<file path="config.mk">
export PLATFORM = sky130hd
export DESIGN_NAME = cc_channel_bank
export DESIGN_NICKNAME = d
export VERILOG_FILES = /design/src/rtl/cc_pkg.sv /design/src/rtl/cc_edge_sense.sv /design/src/rtl/cc_cmp_unit.sv /design/src/rtl/cc_channel.sv /design/src/rtl/cc_channel_bank.sv
export SDC_FILE = /design/constraint.sdc
export NUM_CORES = 1
export LEC_CHECK = 0
export ABC_CLOCK_PERIOD_IN_PS = 2800
export BUFFER_PORTS_ARGS = -buffer_cell sky130_fd_sc_hd__buf_2
export CAP_MARGIN = 5
export CORE_AREA = 4 4 152 154
export DETAILED_ROUTE_END_ITERATION = 12
export DIE_AREA = 0 0 156 158
export PLACE_DENSITY = 0.79
export SETUP_SLACK_MARGIN = 0.02
export SLEW_MARGIN = 20
export SYNTH_ARGS = -nofsm -noshare
export SYNTH_HDL_FRONTEND = slang
export SYNTH_SLANG_ARGS = --single-unit
</file>
<file path="constraint.sdc">
create_clock -name clk -period 2.8 [get_ports clk]
set_input_delay 0.42 -clock clk [delete_from_list [all_inputs] [get_ports clk]]
set_output_delay 0.42 -clock clk [all_outputs]
set_load 0.03 [all_outputs]
</file>
<file path="src/rtl/cc_pkg.sv">
package cc_pkg;

    localparam int EVT_SEL_W = 4;
    localparam int MASK_W    = 5;

    typedef enum logic [1:0] {
        ACT_PULSE  = 2'd0,
        ACT_TOGGLE = 2'd1,
        ACT_CLEAR  = 2'd2,
        ACT_SET    = 2'd3
    } cc_act_e;

    typedef enum logic [1:0] {
        EDGE_RISE  = 2'd0,
        EDGE_FALL  = 2'd1,
        EDGE_BOTH  = 2'd2,
        EDGE_LEVEL = 2'd3
    } cc_edge_e;

    typedef enum logic [1:0] {
        ST_OFF     = 2'd0,
        ST_CAPTURE = 2'd1,
        ST_COMPARE = 2'd2
    } cc_state_e;

    // Configuration word, bits [15:0], most significant field first.
    typedef struct packed {
        logic [MASK_W-1:0]    mask;
        logic                 base_comb;
        cc_edge_e             edge_sel;
        logic [EVT_SEL_W-1:0] evt_sel;
        cc_act_e              action;
        logic [1:0]           mode;
    } cc_cfg_t;

    function automatic cc_state_e mode_to_state(input logic [1:0] m);
        case (m)
            2'd1:    return ST_CAPTURE;
            2'd2:    return ST_COMPARE;
            default: return ST_OFF;
        endcase
    endfunction

endpackage

</file>
<file path="src/rtl/cc_edge_sense.sv">
module cc_edge_sense
    import cc_pkg::*;
(
    input  logic     cur,
    input  logic     prev,
    input  cc_edge_e edge_sel,
    output logic     hit
);

    always_comb begin
        unique case (edge_sel)
            EDGE_RISE:  hit = cur & ~prev;
            EDGE_FALL:  hit = ~cur & prev;
            EDGE_BOTH:  hit = cur ^ prev;
            EDGE_LEVEL: hit = cur;
        endcase
    end

endmodule

</file>
<file path="src/rtl/cc_cmp_unit.sv">
module cc_cmp_unit #(
    parameter int W      = 32,
    parameter int PRE_W  = 15,
    parameter int MASK_W = 5
) (
    input  logic [W-1:0]      cnt,
    input  logic [PRE_W-1:0]  precnt,
    input  logic              base_comb,
    input  logic [MASK_W-1:0] mask,
    input  logic [W-1:0]      value,
    output logic              eq
);

    localparam int LOW_W = W - PRE_W;

    logic [W-1:0] base_word;
    logic [W-1:0] keep_bits;

    generate
        if (PRE_W > 0 && LOW_W > 0) begin : g_comb
            assign base_word = base_comb ? {cnt[LOW_W-1:0], precnt} : cnt;
        end else begin : g_plain
            assign base_word = cnt;
        end
    endgenerate

    assign keep_bits = {W{1'b1}} >> mask;
    assign eq        = ((base_word ^ value) & keep_bits) == '0;

endmodule

</file>
<file path="src/rtl/cc_channel.sv">
module cc_channel
    import cc_pkg::*;
#(
    parameter int W       = 32,
    parameter int PRE_W   = 15,
    parameter int NUM_EVT = 12
) (
    input  logic               clk,
    input  logic               rst_n,
    input  logic [W-1:0]       cnt,
    input  logic [PRE_W-1:0]   precnt,
    input  logic [NUM_EVT-1:0] evt_cur,
    input  logic [NUM_EVT-1:0] evt_prev,
    input  logic               cfg_we,
    input  logic               val_we,
    input  logic [W-1:0]       wr_data,
    input  logic               flag_clr,
    output logic [W-1:0]       value,
    output logic               out,
    output logic               flag
);

    localparam int PAD_W = 1 << EVT_SEL_W;

    cc_state_e         state_q;
    cc_cfg_t           cfg_q;
    logic [W-1:0]      value_q;
    logic              out_q;
    logic              flag_q;
    logic              eqp_q;

    logic [PAD_W-1:0]  cur_pad;
    logic [PAD_W-1:0]  prev_pad;
    logic              sel_cur;
    logic              sel_prev;
    logic              edge_hit;
    logic              eq;
    logic              ev;
    logic              eqp_d;
    logic              out_d;

    assign cur_pad  = PAD_W'(evt_cur);
    assign prev_pad = PAD_W'(evt_prev);
    assign sel_cur  = cur_pad[cfg_q.evt_sel];
    assign sel_prev = prev_pad[cfg_q.evt_sel];

    cc_edge_sense u_edge (
        .cur      (sel_cur),
        .prev     (sel_prev),
        .edge_sel (cfg_q.edge_sel),
        .hit      (edge_hit)
    );

    cc_cmp_unit #(
        .W      (W),
        .PRE_W  (PRE_W),
        .MASK_W (MASK_W)
    ) u_cmp (
        .cnt       (cnt),
        .precnt    (precnt),
        .base_comb (cfg_q.base_comb),
        .mask      (cfg_q.mask),
        .value     (value_q),
        .eq        (eq)
    );

    // State register: every configuration write selects the next state.
    always_ff @(posedge clk or negedge rst_n) begin
        if (!rst_n) begin
            state_q <= ST_OFF;
        end else if (cfg_we) begin
            state_q <= mode_to_state(wr_data[1:0]);
        end
    end

    // Event and output decisions per state.
    always_comb begin
        ev    = 1'b0;
        eqp_d = 1'b0;
        unique case (state_q)
            ST_OFF: begin
                ev    = 1'b0;
                eqp_d = 1'b0;
            end
            ST_CAPTURE: begin
                ev    = edge_hit;
                eqp_d = 1'b0;
            end
            ST_COMPARE: begin
                ev    = eq & ~eqp_q;
                eqp_d = eq;
            end
            default: begin
                ev    = 1'b0;
                eqp_d = 1'b0;
            end
        endcase

        if (ev) begin
            unique case (cfg_q.action)
                ACT_PULSE:  out_d = 1'b1;
                ACT_TOGGLE: out_d = ~out_q;
                ACT_CLEAR:  out_d = 1'b0;
                ACT_SET:    out_d = 1'b1;
            endcase
        end else if (cfg_q.action == ACT_PULSE) begin
            out_d = 1'b0;
        end else begin
            out_d = out_q;
        end
    end

    always_ff @(posedge clk or negedge rst_n) begin
        if (!rst_n) begin
            cfg_q   <= '0;
            value_q <= '0;
            out_q   <= 1'b0;
            flag_q  <= 1'b0;
            eqp_q   <= 1'b0;
        end else begin
            if (cfg_we) begin
                cfg_q <= cc_cfg_t'(wr_data[15:0]);
            end
            if (val_we) begin
                value_q <= wr_data;
            end else if (ev && state_q == ST_CAPTURE) begin
                value_q <= cnt;
            end
            out_q  <= out_d;
            eqp_q  <= eqp_d;
            if (ev) begin
                flag_q <= 1'b1;
            end else if (flag_clr) begin
                flag_q <= 1'b0;
            end
        end
    end

    assign value = value_q;
    assign out   = out_q;
    assign flag  = flag_q;

    // an event is visible on the flag after the edge that saw it.
    a_r10_flag_on_event: assert property (@(posedge clk) disable iff (!rst_n)
        ev |=> flag_q);

    // a value write always lands, capture or not.
    a_r11_value_write: assert property (@(posedge clk) disable iff (!rst_n)
        val_we |=> (value_q == $past(wr_data)));

    // in pulse action the output mirrors the previous cycle's event.
    a_r9_pulse_width: assert property (@(posedge clk) disable iff (!rst_n)
        (cfg_q.action == ACT_PULSE) |=> (out_q == $past(ev)));

    // an off channel keeps its value unless written.
    a_r2_off_holds_value: assert property (@(posedge clk) disable iff (!rst_n)
        (state_q == ST_OFF && !val_we) |=> $stable(value_q));

    // a compare hit cannot repeat on the very next cycle.
    a_r6_single_match: assert property (@(posedge clk) disable iff (!rst_n)
        (state_q == ST_COMPARE && ev && !cfg_we) |=> !ev);

endmodule

</file>
<file path="src/rtl/cc_channel_bank.sv">
module cc_channel_bank
    import cc_pkg::*;
#(
    parameter int NUM_CH  = 3,
    parameter int NUM_EVT = 12,
    parameter int CNT_W   = 32,
    parameter int PRE_W   = 15,
    parameter int CH_W    = 2
) (
    input  logic               clk,
    input  logic               rst_n,
    input  logic [CNT_W-1:0]   cnt,
    input  logic [PRE_W-1:0]   precnt,
    input  logic [NUM_EVT-1:0] evt_in,
    input  logic               wr_en,
    input  logic [CH_W-1:0]    wr_ch,
    input  logic               wr_is_value,
    input  logic [CNT_W-1:0]   wr_data,
    input  logic [CH_W-1:0]    rd_ch,
    output logic [CNT_W-1:0]   rd_value,
    input  logic [NUM_CH-1:0]  flag_clr,
    output logic [NUM_CH-1:0]  ch_out,
    output logic [NUM_CH-1:0]  ch_flag
);

    logic [NUM_EVT-1:0] evt_q;
    logic [CNT_W-1:0]   val_arr [NUM_CH];

    always_ff @(posedge clk or negedge rst_n) begin
        if (!rst_n) begin
            evt_q <= '0;
        end else begin
            evt_q <= evt_in;
        end
    end

    generate
        for (genvar i = 0; i < NUM_CH; i++) begin : g_ch
            logic sel_me;
            assign sel_me = wr_en && (wr_ch == CH_W'(i));

            cc_channel #(
                .W       (CNT_W),
                .PRE_W   (PRE_W),
                .NUM_EVT (NUM_EVT)
            ) u_ch (
                .clk      (clk),
                .rst_n    (rst_n),
                .cnt      (cnt),
                .precnt   (precnt),
                .evt_cur  (evt_in),
                .evt_prev (evt_q),
                .cfg_we   (sel_me && !wr_is_value),
                .val_we   (sel_me && wr_is_value),
                .wr_data  (wr_data),
                .flag_clr (flag_clr[i]),
                .value    (val_arr[i]),
                .out      (ch_out[i]),
                .flag     (ch_flag[i])
            );
        end
    endgenerate

    always_comb begin
        rd_value = '0;
        for (int k = 0; k < NUM_CH; k++) begin
            if (rd_ch == CH_W'(k)) begin
                rd_value = val_arr[k];
            end
        end
    end

    // the bank leaves reset quiet.
    a_r1_quiet_after_reset: assert property (@(posedge clk)
        $rose(rst_n) |-> (ch_flag == '0 && ch_out == '0));

endmodule

</file>
======== After elaboration in Yosys (flattened, before gate mapping) ========
Cells that the tools add are included.
storage, ports and cells
  register bits after elaboration ......... 165
  latch bits .............................. 0
  RAM bits ................................ 0
  bits in read-only memories .............. 0
  input bits .............................. 102
  word-level logic and storage cells ...... 182
  memories ................................ 0
operators by class
  $add $sub $neg .......................... 0
  multiply operators ...................... 0
  divide/modulo/power cells ............... 0
  magnitude comparators ................... 3
  eq/ne operators ......................... 30
  shift operators ......................... 3
  multiplexer cells ....................... 49
  bitwise gates (word level) .............. 30
  reductions and logical operators ........ 36
operator list
  cell                   count
  $mux 32                12
  $and 32x32->32         3
  $logic_not 32->1       3
  $shr 32x5->32 const A  3
  $xor 32x32->32         3
  $eq 2x2->1 const B     18
  $bmux 1 s4             6
  $eq 2x1->1 const B     12
  $mux 1                 21
  $reduce_bool 2->1      9
  $logic_not 2->1        8
  $lt 4x5->1 const B     3
  $logic_and 1x1->1      12
  $not 1->1              12
  $pmux 1 s4             3
  $and 1x1->1            9
  $pmux 1 s3             3
  $pmux 1 s2             3
  $reduce_or 2->1        3
  $pmux 2 s2             1
  $xor 1x1->1            3
  $logic_not 1->1        1

======== Logic depth before layout (Yosys ltp) ========
  word-level depth ........................ 9
  gate-level depth with buffers ........... 14
  depth with buffers taken out ............ 12

======== By module ========
From an unflattened synthesis, not the netlist that was laid out.
unflattened totals
  cells, all modules ...................... 1,314
  area, all modules ....................... 12,929.9 um^2
modules (own cells, without submodules)
  module                          instances  cells each  area each (um^2)  sequential area each (um^2)
  cc_channel at g_ch[1].u_ch ...  2          267         2,872.8           1,276.2
  cc_cmp_unit                     3          132         999.7             0.0
  cc_channel at g_ch[0].u_ch      1          267         2,874.0           1,276.2
  cc_channel_bank                 1          99          1,134.8           300.3
  cc_edge_sense                   3          6           58.8              0.0

======== Worst setup path after synthesis ========
Ideal clock, no wire load.
  path type ............................... register to register
  start ................................... register g_ch[0].u_ch.cfg_q[4] in the netlist's numbering
  end ..................................... register g_ch[0].u_ch.value_q[10]
  library setup time ...................... 137 ps
  data arrival time ....................... 2,962 ps
  required time ........................... 2,663 ps
  path slack .............................. -298 ps
  stages on the path, launching flop included .. 14
  clock period less this slack ............ 3,098 ps
  path through ............................ dfrtp_1 clkbuf_1 mux4_2 nand2_1 a21oi_1 a31oi_1 inv_1 ha_1 mux4_2 inv_1 o21ai_1 buf_2 mux2i_1 a21oi_1
on the way
  longest elaborated chain between the ends .. 8
  elaborated cells on any way between the ends .. 13
  classes of those cells .................. 6 x mux; 5 x bitwise; 2 x reduce/logical
RTL lines
  element                         RTL line                                  RTL
  start: declaration              cc_channel.sv:26                          cc_cfg_t cfg_q;
  start signal: assignment        cc_channel.sv:122                         cfg_q <= cc_cfg_t'(wr_data[15:0]);
  $bmux 1 s4 (on tied branches)   cc_channel.sv:44, cc_channel.sv:45
  $mux 1 (on tied branches)       cc_channel.sv:44, cc_channel.sv:45
  $not 1->1 (on tied branches)    cc_edge_sense.sv:13, cc_edge_sense.sv:12
  $and 1x1->1 (on tied branches)  cc_edge_sense.sv:13, cc_edge_sense.sv:12
  $pmux 1 s4 *                    cc_edge_sense.sv:11                       unique case (edge_sel)
  $pmux 1 s2 *                    cc_channel.sv:80                          unique case (state_q)
  $logic_and 1x1->1 *             cc_channel.sv:126                         end else if (ev && state_q == ST_CAPTURE) begin
  $reduce_bool 2->1 (no line) *   -
  end signal: assignment          cc_channel.sv:125                         value_q <= wr_data;
  end signal: assignment          cc_channel.sv:127                         value_q <= cnt;
  end: declaration                cc_channel.sv:27                          logic [W-1:0] value_q;
Mark *: on every way between the ends. The rest lies on a longest branch, timed or not. The select of a mux whose other input is x is not followed.
A chain may end at the register's enable or synchronous reset.

======== Worst setup path in the final report ========
  start ................................... register g_ch[1].u_ch.cfg_q[10] in the netlist's numbering
  end ..................................... register g_ch[1].u_ch.value_q[22]
on the way
  longest elaborated chain between the ends .. 8
RTL lines
  element                      RTL line           RTL
  start: declaration           cc_channel.sv:26
  start signal: assignment     cc_channel.sv:122
  $mux 32                      cc_cmp_unit.sv:21  assign base_word = base_comb ? {cnt[LOW_W-1:0], precnt} : cnt;
  $xor 32x32->32               cc_cmp_unit.sv:28  assign eq = ((base_word ^ value) & keep_bits) == '0;
  $and 32x32->32               cc_cmp_unit.sv:28
  $logic_not 32->1             cc_cmp_unit.sv:28
  $and 1x1->1                  cc_channel.sv:90   ev = eq & ~eqp_q;
  $pmux 1 s2                   cc_channel.sv:80
  $logic_and 1x1->1            cc_channel.sv:126
  $reduce_bool 2->1 (no line)  -
  end signal: assignment       cc_channel.sv:125
  end signal: assignment       cc_channel.sv:127
  end: declaration             cc_channel.sv:27
Every way passes these cells.

==> results.sh <==
export IMPL_status="finished with violations"
export IMPL_violations="negative setup slack"
export IMPL_regArea_mm2=0.00414
export IMPL_synth_avg_cell_area_um2=8.99
export IMPL_cellLeakagePower_nw=6.68
export IMPL_hpwl_um=28300
export IMPL_io_pins=140
export IMPL_cp_start_kind="register"
export IMPL_syn_inst=1293
export IMPL_port_buffers=139
export IMPL_grt_max_degree=65
export IMPL_ys_ff_latch=165
export IMPL_synth_cell_types=59
export IMPL_dieWidth_um=156
export IMPL_hp_start="evt_in[2]"
export IMPL_crit_required_ns=3.10
export IMPL_layout_commonest_cell="mux2i_1"
export IMPL_syn_to_final_growth_pct=26.6
export IMPL_wl_um=41500
export IMPL_rsz0062_at_grt="yes"
export IMPL_finalHoldViolCount=0
export IMPL_cts_tree="built"
export IMPL_nets=1626
export IMPL_dr_total_vias=11300
export IMPL_clock_sinks=165
export IMPL_root_buffer="clkbuf_16"
export IMPL_tightest_slew_ns=0.806
export IMPL_r2r_setup_slack_ns=-0.49
export IMPL_coreArea_mm2=0.0217
export IMPL_vdd_drop_max_mv=0.477
export IMPL_drt_vias_per_instance=6.26
export IMPL_fin_ws_ns=-0.490
export IMPL_antenna_found_initial=1
export IMPL_pre_cts_slack_ns=-0.530
export IMPL_dpl_cell_area_mm2=0.0134
export IMPL_synth_edf_count=0
export IMPL_cts_htree_levels=4
export IMPL_start_util_pct=53.6
export IMPL_design_area_mm2=0.0147
export IMPL_cp_end_kind="register"
export IMPL_overflow=0
export IMPL_synth_fp_nets=1413
export IMPL_grt_first_pass_wirelength_um=61500
export IMPL_holdWs_ns=0.113
export IMPL_final_max_slew_viol_count=0
export IMPL_place_congestion=1.01
export IMPL_ant_nets=0
export IMPL_fillers=1604
export IMPL_dieArea_mm2=0.0246
export IMPL_dp_cells=1734
export IMPL_switching_share_pct=41.6
export IMPL_min_to="evt_q[2]"
export IMPL_r2r_end="g_ch[1].u_ch.value[22]"
export IMPL_combPwrFrac_pct=45.6
export IMPL_synthArstFlopShare_pct=100
export IMPL_p_per_area_mw_per_mm2=806
export IMPL_path_clk_slew_ns=0.07
export IMPL_maxCapViolCount=0
export IMPL_dr_pass1_iters=7
export IMPL_drt_iter0_drc=1433
export IMPL_power_internal_w=0.00692
export IMPL_wl_per_cell_um=23.1
export IMPL_ff2ff_path_depth=12
export IMPL_clock_latency_ns=0.45
export IMPL_post_route_period_util_pct=117
export IMPL_drive_above_1_share_pct=26.9
export IMPL_syn_cell_area_mm2=0.0116
export IMPL_die_height_um=158
export IMPL_grtUsageTotal_pct=32.1
export IMPL_cp_arrival_ns=3.59
export IMPL_relSlewSlack_pct=46.2
export IMPL_instances_no_fill=1800
export IMPL_grt_pass1_vias=10800
export IMPL_holdPathStages=1
export IMPL_yosys_warnings=0
export IMPL_max_freq_mhz=304
export IMPL_crit_path_max_fanout=8
export IMPL_multi_input_area_mm2=0.00718
export IMPL_rows=54
export IMPL_p_seq_share_pct=33.7
export IMPL_setup_viol=99
export IMPL_max_clock_path_buffers=2
export IMPL_p_switching_w=0.00493
export IMPL_ys_seq_area_share_pct=35.5
export IMPL_period_minus_slack_ns=3.29
export IMPL_post_route_drc_count=0
export IMPL_cts_buffers=17
export IMPL_synth_flop_cell="dfrtp_1"
export IMPL_p_clk_share_pct=20.8
export IMPL_reg2reg_from="g_ch[1].u_ch.cfg_q[10]"
export IMPL_min_path_type="input pin to register"
export IMPL_fin_skew_ns=0.0130
export IMPL_crit_type="register to register"
export IMPL_final_cell_mix="226 x mux2i_1, 173 x nand2_1, 158 x dfrtp_1, 138 x buf_2, 125 x buf_4"
## Yosys cell counts (2+ instances only)
library cell | count | area, um2
o22a_1 | 3 | 26.3
a31oi_1 | 7 | 43.8
a2111oi_0 | 2 | 17.5
nor2b_1 | 5 | 31.3
buf_4 | 8 | 60.1
and2_1 | 6 | 37.5
o31ai_1 | 4 | 30.0
mux2i_1 | 235 | 2350
or2_2 | 2 | 12.5
o22ai_1 | 4 | 25.0
buf_6 | 5 | 56.3
xnor2_1 | 50 | 438
nor3_1 | 10 | 50.1
inv_1 | 36 | 135
and3b_1 | 2 | 17.5
dfrtp_1 | 165 | 4130
o211ai_1 | 5 | 37.5
nand2_1 | 174 | 653
mux4_2 | 18 | 405
a32oi_1 | 2 | 17.5
nand3_1 | 7 | 35.0
ha_1 | 18 | 225
a41oi_1 | 2 | 17.5
buf_2 | 28 | 140
o21ai_1 | 2 | 10.0
o21ai_0 | 77 | 385
xor2_1 | 45 | 394
nor2_1 | 118 | 443
mux2_2 | 6 | 67.6
a2bb2oi_1 | 2 | 17.5
maj3_1 | 3 | 30.0
nand4_1 | 5 | 31.3
a21oi_1 | 128 | 641
a22oi_1 | 4 | 30.0
nor4_1 | 4 | 25.0
a211oi_1 | 6 | 45.0
clkbuf_1 | 62 | 233
nand3b_1 | 2 | 15.0
nand2b_1 | 11 | 68.8
## flip-flops by register name (all words and copies together) (netlist names)
register           cells
evt_q                 12
g_ch.u_ch.eqp_q        3
g_ch.u_ch.value       96
g_ch.u_ch.flag         3
g_ch.u_ch.state_q      6
g_ch.u_ch.cfg_q       42
g_ch.u_ch.out          3
## cell families (layout without fill, tap and decap cells)
kind of cell	after synthesis	after routing	share of synthesized area [%]
buffers and inverters	140	366	5.40
other	0	1	0
and+or+nand+nor	349	349	12.4
muxes	259	259	24.3
DFF	165	165	35.5
AOI/OAI and AO/OA	264	264	13.0
xor gates and xnor gates	95	95	7.16
adders and majority gates	21	21	2.20
## metal layers
metal | vias up | share of wire [%] | global-route usage, % | wire length [um]
met5 | - | 0 | 0 | 0
met4 | 0 | 5.1 | 13.8 | 2130
met3 | 197 | 11 | 5.93 | 4720
met2 | 763 | 45 | 51.2 | 18900
met1 | 5399 | 38 | 43.0 | 15800
li1 | 4907 | - | - | -
## power groups by stage
stage / Clock, W / Combinational, W / Sequential, W
2_1_floorplan: 0 / 0.00329 / 0.00360
3_3_place_gp: 0 / 0.00465 / 0.00392
3_5_place_dp: 0 / 0.00478 / 0.00397
4_1_cts: 0.00247 / 0.00500 / 0.00394
5_1_grt: 0.00257 / 0.00576 / 0.00407
6_report: 0.00246 / 0.00540 / 0.00399
## layout make-up
type / instances / share of cell area [%]
multi-input combinational: 988 / 48.8
sequential: 165 / 28.1
timing repair buffer: 298 / 15.7
clock buffer: 19 / 3.01
tap: 280 / 2.38
clock inverter: 13 / 1.09
inverter: 36 / 0.918
antenna: 1 / 0.0170
## critical path: stages (launching register included)
cell       delay (ns)
dfrtp_2          0.46
buf_4            0.15
mux2i_1          0.29
xor2_1           0.20
nand2_1          0.12
a2111oi_2        0.35
nand4_1          0.14
a2111o_1         0.36
o41ai_4          0.36
buf_4            0.23
clkbuf_16        0.20
mux2i_1          0.21
a21oi_1          0.09
## stage by stage
| stage | power (W) | setup TNS [ns] | util, % |
|---|---|---|---|
| 3_5_place_dp | 0.00875 | -41.65 | 61.8 |
| 5_1_grt | 0.0124 | -45.86 | 67.9 |
| 2_1_floorplan | 0.00690 | -0.00520 | - |
| 6_report | 0.0119 | -35.89 | 67.9 |
| 4_1_cts | 0.0114 | -24.94 | 66.1 |
| 3_3_place_gp | 0.00856 | -33.43 | 61.8 |
## worst max path at each step
stage | startpoint | end | slack [ns]
after global placement | g_ch[0].u_ch.cfg_q[10] | g_ch[0].u_ch.value[5] | -0.45
after CTS | g_ch[1].u_ch.cfg_q[4] | g_ch[1].u_ch.value[5] | -0.35
after global routing | g_ch[1].u_ch.cfg_q[10] | g_ch[1].u_ch.value[1] | -0.61
final | g_ch[1].u_ch.cfg_q[10] | g_ch[1].u_ch.value[22] | -0.49
after floorplan | g_ch[1].u_ch.cfg_q[10] | g_ch[1].u_ch.value[10] | -0.005
after detailed placement | g_ch[0].u_ch.cfg_q[10] | g_ch[0].u_ch.value[9] | -0.53
## repair_timing
| action | 4_1_cts | 5_1_grt |
|---|---|---|
| buffers inserted | 11 | 18 |
| cloned | 3 | 4 |
| hold endpoints to repair | 28 | 0 |
| setup endpoints to repair | 102 | 102 |
| hold buffers | 1 | 0 |
| gates resized for setup | 33 | 47 |
| pin swaps | 24 | 51 |
No activity file was read; power rests on OpenSTA's default activity.
